**config.mk**
```make
export PLATFORM = sky130hd
export DESIGN_NAME = mdio_master
export DESIGN_NICKNAME = d
export VERILOG_FILES = /design/src/rtl/mdio_pkg.sv /design/src/rtl/mdio_clkgen.sv /design/src/rtl/mdio_frame_build.sv /design/src/rtl/mdio_rx_capture.sv /design/src/rtl/mdio_master.sv
export SDC_FILE = /design/constraint.sdc
export NUM_CORES = 1
export LEC_CHECK = 0
export ABC_CLOCK_PERIOD_IN_PS = 6000
export BUFFER_PORTS_ARGS = -buffer_cell sky130_fd_sc_hd__buf_2
export CELL_PAD_IN_SITES_DETAIL_PLACEMENT = 2
export CELL_PAD_IN_SITES_GLOBAL_PLACEMENT = 2
export CORE_ASPECT_RATIO = 1.25
export CORE_MARGIN = 4
export CORE_UTILIZATION = 34
export CTS_BUF_LIST = sky130_fd_sc_hd__clkbuf_8
export DETAILED_ROUTE_END_ITERATION = 7
export PLACE_DENSITY = 0.71
export SLEW_MARGIN = 20
export SYNTH_ARGS = -nofsm -noshare
export SYNTH_HDL_FRONTEND = slang
export SYNTH_SLANG_ARGS = --single-unit
```
**constraint.sdc**
```tcl
create_clock -name clk -period 6 [get_ports clk]
set_input_delay 1.8 -clock clk [delete_from_list [all_inputs] [get_ports clk]]
set_output_delay 1.8 -clock clk [all_outputs]
set_load 0.01 [all_outputs]
```
**src/rtl/mdio_pkg.sv**
```systemverilog
package mdio_pkg;

    localparam int FRAME_BITS = 64;
    localparam int PRE_BITS   = 32;
    localparam int ADDR_BITS  = 5;
    localparam int DATA_BITS  = 16;
    localparam int TA_BITS    = 2;
    localparam int IDX_W      = $clog2(FRAME_BITS);

    // bit index (counting down) of the last register-address slot
    localparam int HDR_LAST_IDX  = DATA_BITS + TA_BITS;
    // bit index of the last turnaround slot
    localparam int TA_LAST_IDX   = DATA_BITS;

    typedef enum logic [2:0] {
        ST_IDLE,
        ST_PRE,
        ST_HDR,
        ST_TA,
        ST_DATA
    } mdio_state_e;

endpackage

```
**src/rtl/mdio_clkgen.sv**
```systemverilog
module mdio_clkgen #(
    parameter int CLK_DIV = 8
) (
    input  logic clk,
    input  logic rst_n,
    input  logic run,
    output logic mdc,
    output logic rise_stb,
    output logic end_stb
);

    localparam int HALF = CLK_DIV / 2;
    localparam int PW   = $clog2(CLK_DIV);
    localparam logic [PW-1:0] PH_RISE = PW'(HALF - 1);
    localparam logic [PW-1:0] PH_HIGH = PW'(HALF);
    localparam logic [PW-1:0] PH_END  = PW'(CLK_DIV - 1);

    logic [PW-1:0] ph_q;

    assign rise_stb = run && (ph_q == PH_RISE);
    assign end_stb  = run && (ph_q == PH_END);

    always_ff @(posedge clk or negedge rst_n) begin
        if (!rst_n) begin
            ph_q <= '0;
            mdc  <= 1'b0;
        end else if (!run) begin
            ph_q <= '0;
            mdc  <= 1'b0;
        end else begin
            ph_q <= end_stb ? '0 : ph_q + 1'b1;
            if (rise_stb)
                mdc <= 1'b1;
            else if (end_stb)
                mdc <= 1'b0;
        end
    end

    AST_MDC_RISE_MIDSLOT: assert property (@(posedge clk) disable iff (!rst_n)
        $rose(mdc) |-> (ph_q == PH_HIGH));

    AST_MDC_IDLE_LOW: assert property (@(posedge clk) disable iff (!rst_n)
        !run |=> !mdc);

endmodule

```
**src/rtl/mdio_frame_build.sv**
```systemverilog
module mdio_frame_build
    import mdio_pkg::*;
(
    input  logic                  wr,
    input  logic [ADDR_BITS-1:0]  phy_addr,
    input  logic [ADDR_BITS-1:0]  reg_addr,
    input  logic [DATA_BITS-1:0]  wdata,
    output logic [FRAME_BITS-1:0] frame
);

    logic [1:0]           opcode;
    logic [TA_BITS-1:0]   ta_bits;
    logic [DATA_BITS-1:0] data_bits;

    always_comb begin
        opcode    = wr ? 2'b01 : 2'b10;
        ta_bits   = wr ? 2'b10 : 2'b00;
        data_bits = wr ? wdata : '0;
        frame     = {{PRE_BITS{1'b1}}, 2'b01, opcode, phy_addr, reg_addr,
                     ta_bits, data_bits};
    end

endmodule

```
**src/rtl/mdio_rx_capture.sv**
```systemverilog
module mdio_rx_capture
    import mdio_pkg::*;
(
    input  logic                 clk,
    input  logic                 rst_n,
    input  logic                 sample,
    input  logic                 commit,
    input  logic                 mdio_in,
    output logic [DATA_BITS-1:0] rdata
);

    logic [DATA_BITS-1:0] shift_q;

    always_ff @(posedge clk or negedge rst_n) begin
        if (!rst_n) begin
            shift_q <= '0;
            rdata   <= '0;
        end else begin
            if (sample)
                shift_q <= {shift_q[DATA_BITS-2:0], mdio_in};
            if (commit)
                rdata <= shift_q;
        end
    end

    AST_RDATA_ONLY_ON_COMMIT: assert property (@(posedge clk) disable iff (!rst_n)
        !$stable(rdata) |-> $past(commit));

    AST_NO_SAMPLE_AT_COMMIT: assert property (@(posedge clk) disable iff (!rst_n)
        commit |-> !sample);

endmodule

```
**src/rtl/mdio_master.sv**
```systemverilog
module mdio_master
    import mdio_pkg::*;
#(
    parameter int CLK_DIV = 8
) (
    input  logic        clk,
    input  logic        rst_n,
    input  logic        req_i,
    input  logic        wr_i,
    input  logic [4:0]  phy_addr_i,
    input  logic [4:0]  reg_addr_i,
    input  logic [15:0] wdata_i,
    input  logic        no_pre_i,
    output logic        ack_o,
    output logic        busy_o,
    output logic        done_o,
    output logic [15:0] rdata_o,
    output logic        mdc_o,
    output logic        mdio_o,
    output logic        mdio_oe_o,
    input  logic        mdio_i
);

    localparam logic [IDX_W-1:0] IDX_FULL  = IDX_W'(FRAME_BITS - 1);
    localparam logic [IDX_W-1:0] IDX_SHORT = IDX_W'(FRAME_BITS - PRE_BITS - 1);
    localparam logic [IDX_W-1:0] IDX_PRE   = IDX_W'(FRAME_BITS - PRE_BITS);
    localparam logic [IDX_W-1:0] IDX_HDR   = IDX_W'(HDR_LAST_IDX);
    localparam logic [IDX_W-1:0] IDX_TA    = IDX_W'(TA_LAST_IDX);

    mdio_state_e           state_q, state_d;
    logic [IDX_W-1:0]      idx_q, idx_nx;
    logic [FRAME_BITS-1:0] frame_q, frame_new;
    logic                  wr_q;
    logic                  mdio_q, oe_q, ack_q, done_q;
    logic                  accept, run, rise_stb, end_stb, last_slot;
    logic                  cap_sample, cap_commit;

    assign run       = (state_q != ST_IDLE);
    assign accept    = req_i && !run;
    assign idx_nx    = idx_q - 1'b1;
    assign last_slot = end_stb && (idx_q == '0);

    mdio_clkgen #(.CLK_DIV(CLK_DIV)) u_clk (
        .clk      (clk),
        .rst_n    (rst_n),
        .run      (run),
        .mdc      (mdc_o),
        .rise_stb (rise_stb),
        .end_stb  (end_stb)
    );

    mdio_frame_build u_build (
        .wr       (wr_i),
        .phy_addr (phy_addr_i),
        .reg_addr (reg_addr_i),
        .wdata    (wdata_i),
        .frame    (frame_new)
    );

    assign cap_sample = rise_stb && (state_q == ST_DATA) && !wr_q;
    assign cap_commit = last_slot && (state_q == ST_DATA) && !wr_q;

    mdio_rx_capture u_cap (
        .clk     (clk),
        .rst_n   (rst_n),
        .sample  (cap_sample),
        .commit  (cap_commit),
        .mdio_in (mdio_i),
        .rdata   (rdata_o)
    );

    // next-state logic
    always_comb begin
        state_d = state_q;
        unique case (state_q)
            ST_IDLE: if (accept)                        state_d = no_pre_i ? ST_HDR : ST_PRE;
            ST_PRE:  if (end_stb && idx_q == IDX_PRE)   state_d = ST_HDR;
            ST_HDR:  if (end_stb && idx_q == IDX_HDR)   state_d = ST_TA;
            ST_TA:   if (end_stb && idx_q == IDX_TA)    state_d = ST_DATA;
            ST_DATA: if (last_slot)                     state_d = ST_IDLE;
            default:                                    state_d = ST_IDLE;
        endcase
    end

    // state register
    always_ff @(posedge clk or negedge rst_n) begin
        if (!rst_n)
            state_q <= ST_IDLE;
        else
            state_q <= state_d;
    end

    // datapath and outputs
    always_ff @(posedge clk or negedge rst_n) begin
        if (!rst_n) begin
            idx_q   <= '0;
            frame_q <= '0;
            wr_q    <= 1'b0;
            mdio_q  <= 1'b1;
            oe_q    <= 1'b0;
            ack_q   <= 1'b0;
            done_q  <= 1'b0;
        end else begin
            ack_q  <= 1'b0;
            done_q <= 1'b0;
            if (accept) begin
                frame_q <= frame_new;
                wr_q    <= wr_i;
                idx_q   <= no_pre_i ? IDX_SHORT : IDX_FULL;
                mdio_q  <= no_pre_i ? frame_new[IDX_SHORT] : frame_new[IDX_FULL];
                oe_q    <= 1'b1;
                ack_q   <= 1'b1;
            end else if (run && end_stb) begin
                if (idx_q == '0) begin
                    mdio_q <= 1'b1;
                    oe_q   <= 1'b0;
                    done_q <= 1'b1;
                end else begin
                    idx_q  <= idx_nx;
                    mdio_q <= frame_q[idx_nx];
                    oe_q   <= wr_q || (idx_nx >= IDX_HDR);
                end
            end
        end
    end

    assign busy_o    = run;
    assign ack_o     = ack_q;
    assign done_o    = done_q;
    assign mdio_o    = mdio_q;
    assign mdio_oe_o = oe_q;

    AST_ACK_FROM_IDLE: assert property (@(posedge clk) disable iff (!rst_n)
        ack_o |-> $past(!busy_o));

    AST_DONE_SINGLE: assert property (@(posedge clk) disable iff (!rst_n)
        done_o |=> !done_o);

    AST_DONE_WHEN_IDLE: assert property (@(posedge clk) disable iff (!rst_n)
        done_o |-> !busy_o);

    AST_READ_RELEASES_LINE: assert property (@(posedge clk) disable iff (!rst_n)
        ((state_q == ST_TA || state_q == ST_DATA) && !wr_q) |-> !mdio_oe_o);

    AST_MDIO_MOVES_MDC_LOW: assert property (@(posedge clk) disable iff (!rst_n)
        !$stable(mdio_o) |-> !mdc_o);

endmodule

```
## Word-level counts from Yosys, hierarchy flattened

Cells that the tools add are included.

| cells by class | value |
|---|---|
| mux-type cells | 32 |
| $add $sub $neg | 2 |
| magnitude comparators | 2 |
| equal/unequal tests | 16 |
| reductions and logical operators | 21 |

Operators with widths:

| kind | number |
|---|---|
| $mux W6 | 4 |
| $mux W3 | 7 |
| $mux W16 | 1 |
| $mux W1 | 15 |
| $pmux W3 S5 | 1 |
| $eq A6 B5 Y1 const B | 2 |
| $logic_and A1 B1 Y1 | 12 |
| $ne A2 B2 Y1 const B | 6 |
| $eq A3 B2 Y1 const B | 3 |
| $lt A6 B7 Y1 const B | 1 |
| $bmux W1 S6 | 1 |
| $eq A3 B3 Y1 const B | 2 |
| $eq A6 B6 Y1 const B | 1 |
| $ge A6 B5 Y1 const B | 1 |
| $logic_not A6 Y1 | 1 |
| $mux W2 | 3 |
| $sub A6 B1 Y6 const B | 1 |
| $reduce_and A5 Y1 | 1 |
| $add A3 B1 Y3 const B | 1 |
| $eq A3 B1 Y1 const B | 1 |
| $logic_not A3 Y1 | 1 |
| $ne A3 B1 Y1 const B | 1 |
| $reduce_bool A3 Y1 | 1 |
| $logic_not A1 Y1 | 2 |
| other kinds (3) | 3 |

| word-level totals | value |
|---|---|
| register bits after elaboration | 81 |
| output and inout port bits | 22 |

## Depth between registers and ports, before layout

| logic depth | value |
|---|---|
| depth after elaboration | 6 |
| mapped depth | 11 |
| depth with buffers taken out | 8 |

## Hierarchy

Synthesis repeated with hierarchy kept, for this count alone.

| unflattened totals | value |
|---|---|
| cell total of the unflattened synthesis | 559 |
| area total of the unflattened synthesis | 5,806.8 sq um |

By module, submodules not included:

| module | area each (sq um) | times used | cells an instance |
|---|---|---|---|
| mdio_master | 3,813.7 | 1 | 407 |
| mdio_rx_capture | 1,298.7 | 1 | 68 |
| mdio_frame_build | 490.5 | 1 | 67 |
| mdio_clkgen | 203.9 | 1 | 17 |

## Worst setup path after synthesis

OpenSTA, ideal clock, no wires.

| timing path | value |
|---|---|
| kind | input to register |
| start | input port req_i |
| end | register mdio_q, in the netlist mdio_o |
| slack | 3.144 ns |
| setup time | 0.068 ns |
| data arrival time | 2.788 ns |
| buffers on the path | 1 |
| stages | 7 |
| cells stage by stage | nand2b_1 > or3_1 > clkbuf_1 > o21ai_0 > a21oi_1 > a31o_1 > a21oi_2 |

| between the ends | value |
|---|---|
| cells in the longest elaborated chain, start to end | 2 |
| elaborated cells on any way between the ends | 3 |
| those cells by class | 1 x mux; 2 x reduce/logical |

RTL lines:

| what | line | text |
|---|---|---|
| start, declared | mdio_master.sv:8 | `input logic req_i,` |
| $logic_and A1 B1 Y1 (*) | mdio_master.sv:39 | `assign accept = req_i && !run;` |
| $mux W1 or $reduce_bool A2 Y1 (tied branches) | n/a |  |
| end signal, assigned | mdio_master.sv:110 | `mdio_q <= no_pre_i ? frame_new[IDX_SHORT] : frame_new[IDX_FULL];` |
| end signal, assigned | mdio_master.sv:120 | `mdio_q <= frame_q[idx_nx];` |
| end, declared | mdio_master.sv:34 | `logic mdio_q, oe_q, ack_q, done_q;` |

Mark *: on every way between the ends. The rest lies on a longest branch, timed or not.
A chain may end at the register's enable or synchronous reset.

## Worst setup path in the final report

| timing path | value |
|---|---|
| start | register state_q[2] |
| end | output port busy_o |

| between the ends | value |
|---|---|
| cells in the longest elaborated chain, start to end | 1 |

RTL lines:

| what | line | text |
|---|---|---|
| start, declared | mdio_master.sv:30 | `mdio_state_e state_q, state_d;` |
| start signal, assigned | mdio_master.sv:90 | `state_q <= state_d;` |
| $reduce_bool A3 Y1 | mdio_master.sv:38 | `assign run = (state_q != ST_IDLE);` |
| end, declared | mdio_master.sv:15 | `output logic busy_o,` |

No other way between the ends.

==> impl_results.md <==
* Starting density of the core at a little over a third
* Largest net degree at the start of global routing at slightly below 80
* # H-tree levels at 3
* Clock skew at 0.0108 ns
* Max-slew violation count at 0
* Final wirelength at ~8600 µm
* Global-route wire length before repair at 14400 µm
* Power per cell area at between 200 and 250 nW/µm²
* CP Launch Type: flip-flop
* Final setup violation count at 0
* CP Class: reg -> out
* GP Congestion at roughly 0.74
* Crit-path max FO at 8
* Share of flip-flops with an asynchronous set or reset at 100%
* Diode count at 0
* Synth Register Bits at approximately 80
* Arrival time at the worst endpoint at 1.68 ns
* DRC at 0
* Worst-Skew Late Latency at 0.37 ns
* PortBufs at 53
* Vias in the first global route at between 2k and 3k
* Avg WL per Cell at 16.8 µm
* Final period util at 57.9%
* Cell Area, Synth at around 3700 µm²
* Io pins at 54
* FP Rows at 42
* Cell taking the most area after synthesis: dfrtp_1
* ANT nets after route at 0
* Top-area cell type share of the netlist area at 52.6%
* Max_cap viols at 0
* Pleak at between 2 and 2.5 nW
* Synth area leaders: dfrtp_1 (53%), nand2_1 (7.8%), mux2_2 (6.8%)
* Die H at approximately 120 µm
* RSZ-0062 raised after global routing: no
* Postcts setup bufs at 0
* Core Area at about 11000 µm²
* Clock root cell: clkbuf_8
* Syn Inst Count at roughly 330
* Syn_area_per_cell at 11.3 µm²
* TNS Setup at 0 ns
* TritonRoute pass-1 iters at 2
* Register area share after synthesis at between 50 and 60%
* Cell variety after synth at 54
* Max clock buf depth at 2
* VDD IR-drop max at about 0.097 mV
* Die width at 101 µm
* Fmax at roughly 290 MHz
* GR Overflow Total at 0
* Via count at 2577
* Worst EP required at 4.20 ns
* CTS Sinks at between 70 and 80
* Total track usage at 14.9%
* Die area at 12500 µm²
* Post-CTS Resized at 0
* Worst-path clk slew at around 0.080 ns
* Commonest cells post-synth: dfrtp_1 (77), nand2_1 (76), mux2_2 (22)
* Hold_ws at 0.463 ns
* Post-synth EDFFs at 0
* Endpoints failing hold at 0
* Yosys warnings at 0
* Main synth FF type: dfrtp_1
* TritonCTS clock tree: done
* First DRT Iteration DRCs at 86
* P&R area growth vs syn at 14.5%
* CP Capture Type: output pin
* Number of buffers created by CTS at 9
* Hold Path Class: reg -> reg
* Avg Vias per Cell at around 5.1
* Initial antenna violation count at 0
* Most common cell in the netlist: dfrtp_1
* Status: completed
* Post-layout net count at 409
* Slew Limit Headroom at a little over a third
* Period minus WS final at between 3 and 4 ns
* Detailed Place HPWL at between 5000 and 6000 µm
* Worst-Margin Slew at ~0.96 ns
* Synthesized net count at around 360
* Hold-fix buffers, CTS at 0
* Share of layout cells above drive strength 1 at between 30% and 40%
[worst max-delay path: stages (launching register included)]
cell and delay [ns]:
dfrtp_1 0.47, nor3_1 0.51, inv_1 0.16, buf_2 0.18
[routing by layer]
metal | vias to the layer above | global-route usage (%) | share of wire (%)
met5 | - | 0 | 0
li1 | 1216 | - | -
met3 | 9 | 3.03 | 3.4
met1 | 1308 | 18.6 | 45
met2 | 44 | 25.0 | 50
met4 | 0 | 6.57 | 1.9
[kinds of logic (layout without fill, tap and decap cells)]
logic type	count (synthesis)	after routing	synth area share, %
AND/OR/NAND/NOR	127	127	15.6
multiplexers	43	43	15.4
flip-flops	78	78	53.3
XOR/XNOR	6	6	2.46
buffers and inverters	27	79	3.93
AO/OA/AOI/OAI	39	39	7.55
adder cells (fa/ha/maj)	5	5	1.71
[placed cells by master (no fill, tap or decap), drive strengths merged, types with 2 or more instances in the layout]
cell type | Yosys | routed
nand3 | 17 | 17
a31o | 2 | 2
dfrtp | 77 | 77
mux4 | 4 | 4
clkinvlp | 0 | 3
buf | 11 | 54
mux2i | 7 | 7
a21oi | 7 | 7
nand2b | 2 | 2
ha | 5 | 5
mux2 | 32 | 32
o21ai | 12 | 12
nand2 | 77 | 77
nor3 | 8 | 8
o311a | 2 | 2
nor2 | 14 | 14
o31ai | 3 | 3
clkbuf | 7 | 9
xnor2 | 5 | 5
or3 | 3 | 3
inv | 9 | 12
[stage by stage]
stage	setup slack, ns	power (mW)	cells	instance area, µm²	util (%)
floorplan	3.14	0.565	325	3660	-
global placement	2.37	0.591	493	4000	37.8
detailed placement	2.32	0.593	493	4000	37.8
CTS	2.50	1.00	509	4190	39.7
global route	2.35	1.03	509	4200	39.7
finish	2.52	0.983	509	4200	39.7
[flip-flops by register name (all words and copies together), names as in the netlist]
signal	flops
frame_q	29
u_cap.rdata	16
u_cap.shift_q	16
idx_q	6
state_q	3
u_clk.ph_q	3
ack_o	1
done_o	1
mdio_o	1
mdio_oe_o	1
u_clk.mdc	1
[path summary, 6_finish.rpt]
check                           slack, ns               startpoint                      end  cells after the start
worst max-delay path                 2.52   state_q[2]$_DFFE_PN0P_                   busy_o                      3
worst min-delay path                 0.46  u_clk.ph_q[0]$_DFF_PN0_  u_clk.ph_q[0]$_DFF_PN0_                      1
worst max register to register       3.13     idx_q[0]$_DFFE_PN0P_       mdio_o$_DFFE_PN1P_                      7
worst min register to register       0.46  u_clk.ph_q[0]$_DFF_PN0_  u_clk.ph_q[0]$_DFF_PN0_                      1
max in group asynchronous            4.03                    rst_n  frame_q[29]$_DFFE_PN0P_                      1
min in group asynchronous            1.46                    rst_n  frame_q[22]$_DFFE_PN0P_                      1
[report_power, final]
part	leakage [nW]	internal, mW	total [mW]	switching, mW
sequential	1.03	0.535	0.542	0.00674
combinational	1.03	0.0157	0.0385	0.0227
clock	0.0937	0.193	0.403	0.209
[final cells by class]
type / count / area [µm²]
clock inverters: 7 / 73.8
repair buffers: 54 / 279
flip-flops and latches: 78 / 1950
well taps: 132 / 165
multi-input cells: 220 / 1570
fillers: 1136 / 6370
clock buffers: 9 / 124
inverters: 9 / 33.8
Note: power is estimated with default switching activity, not from simulation.
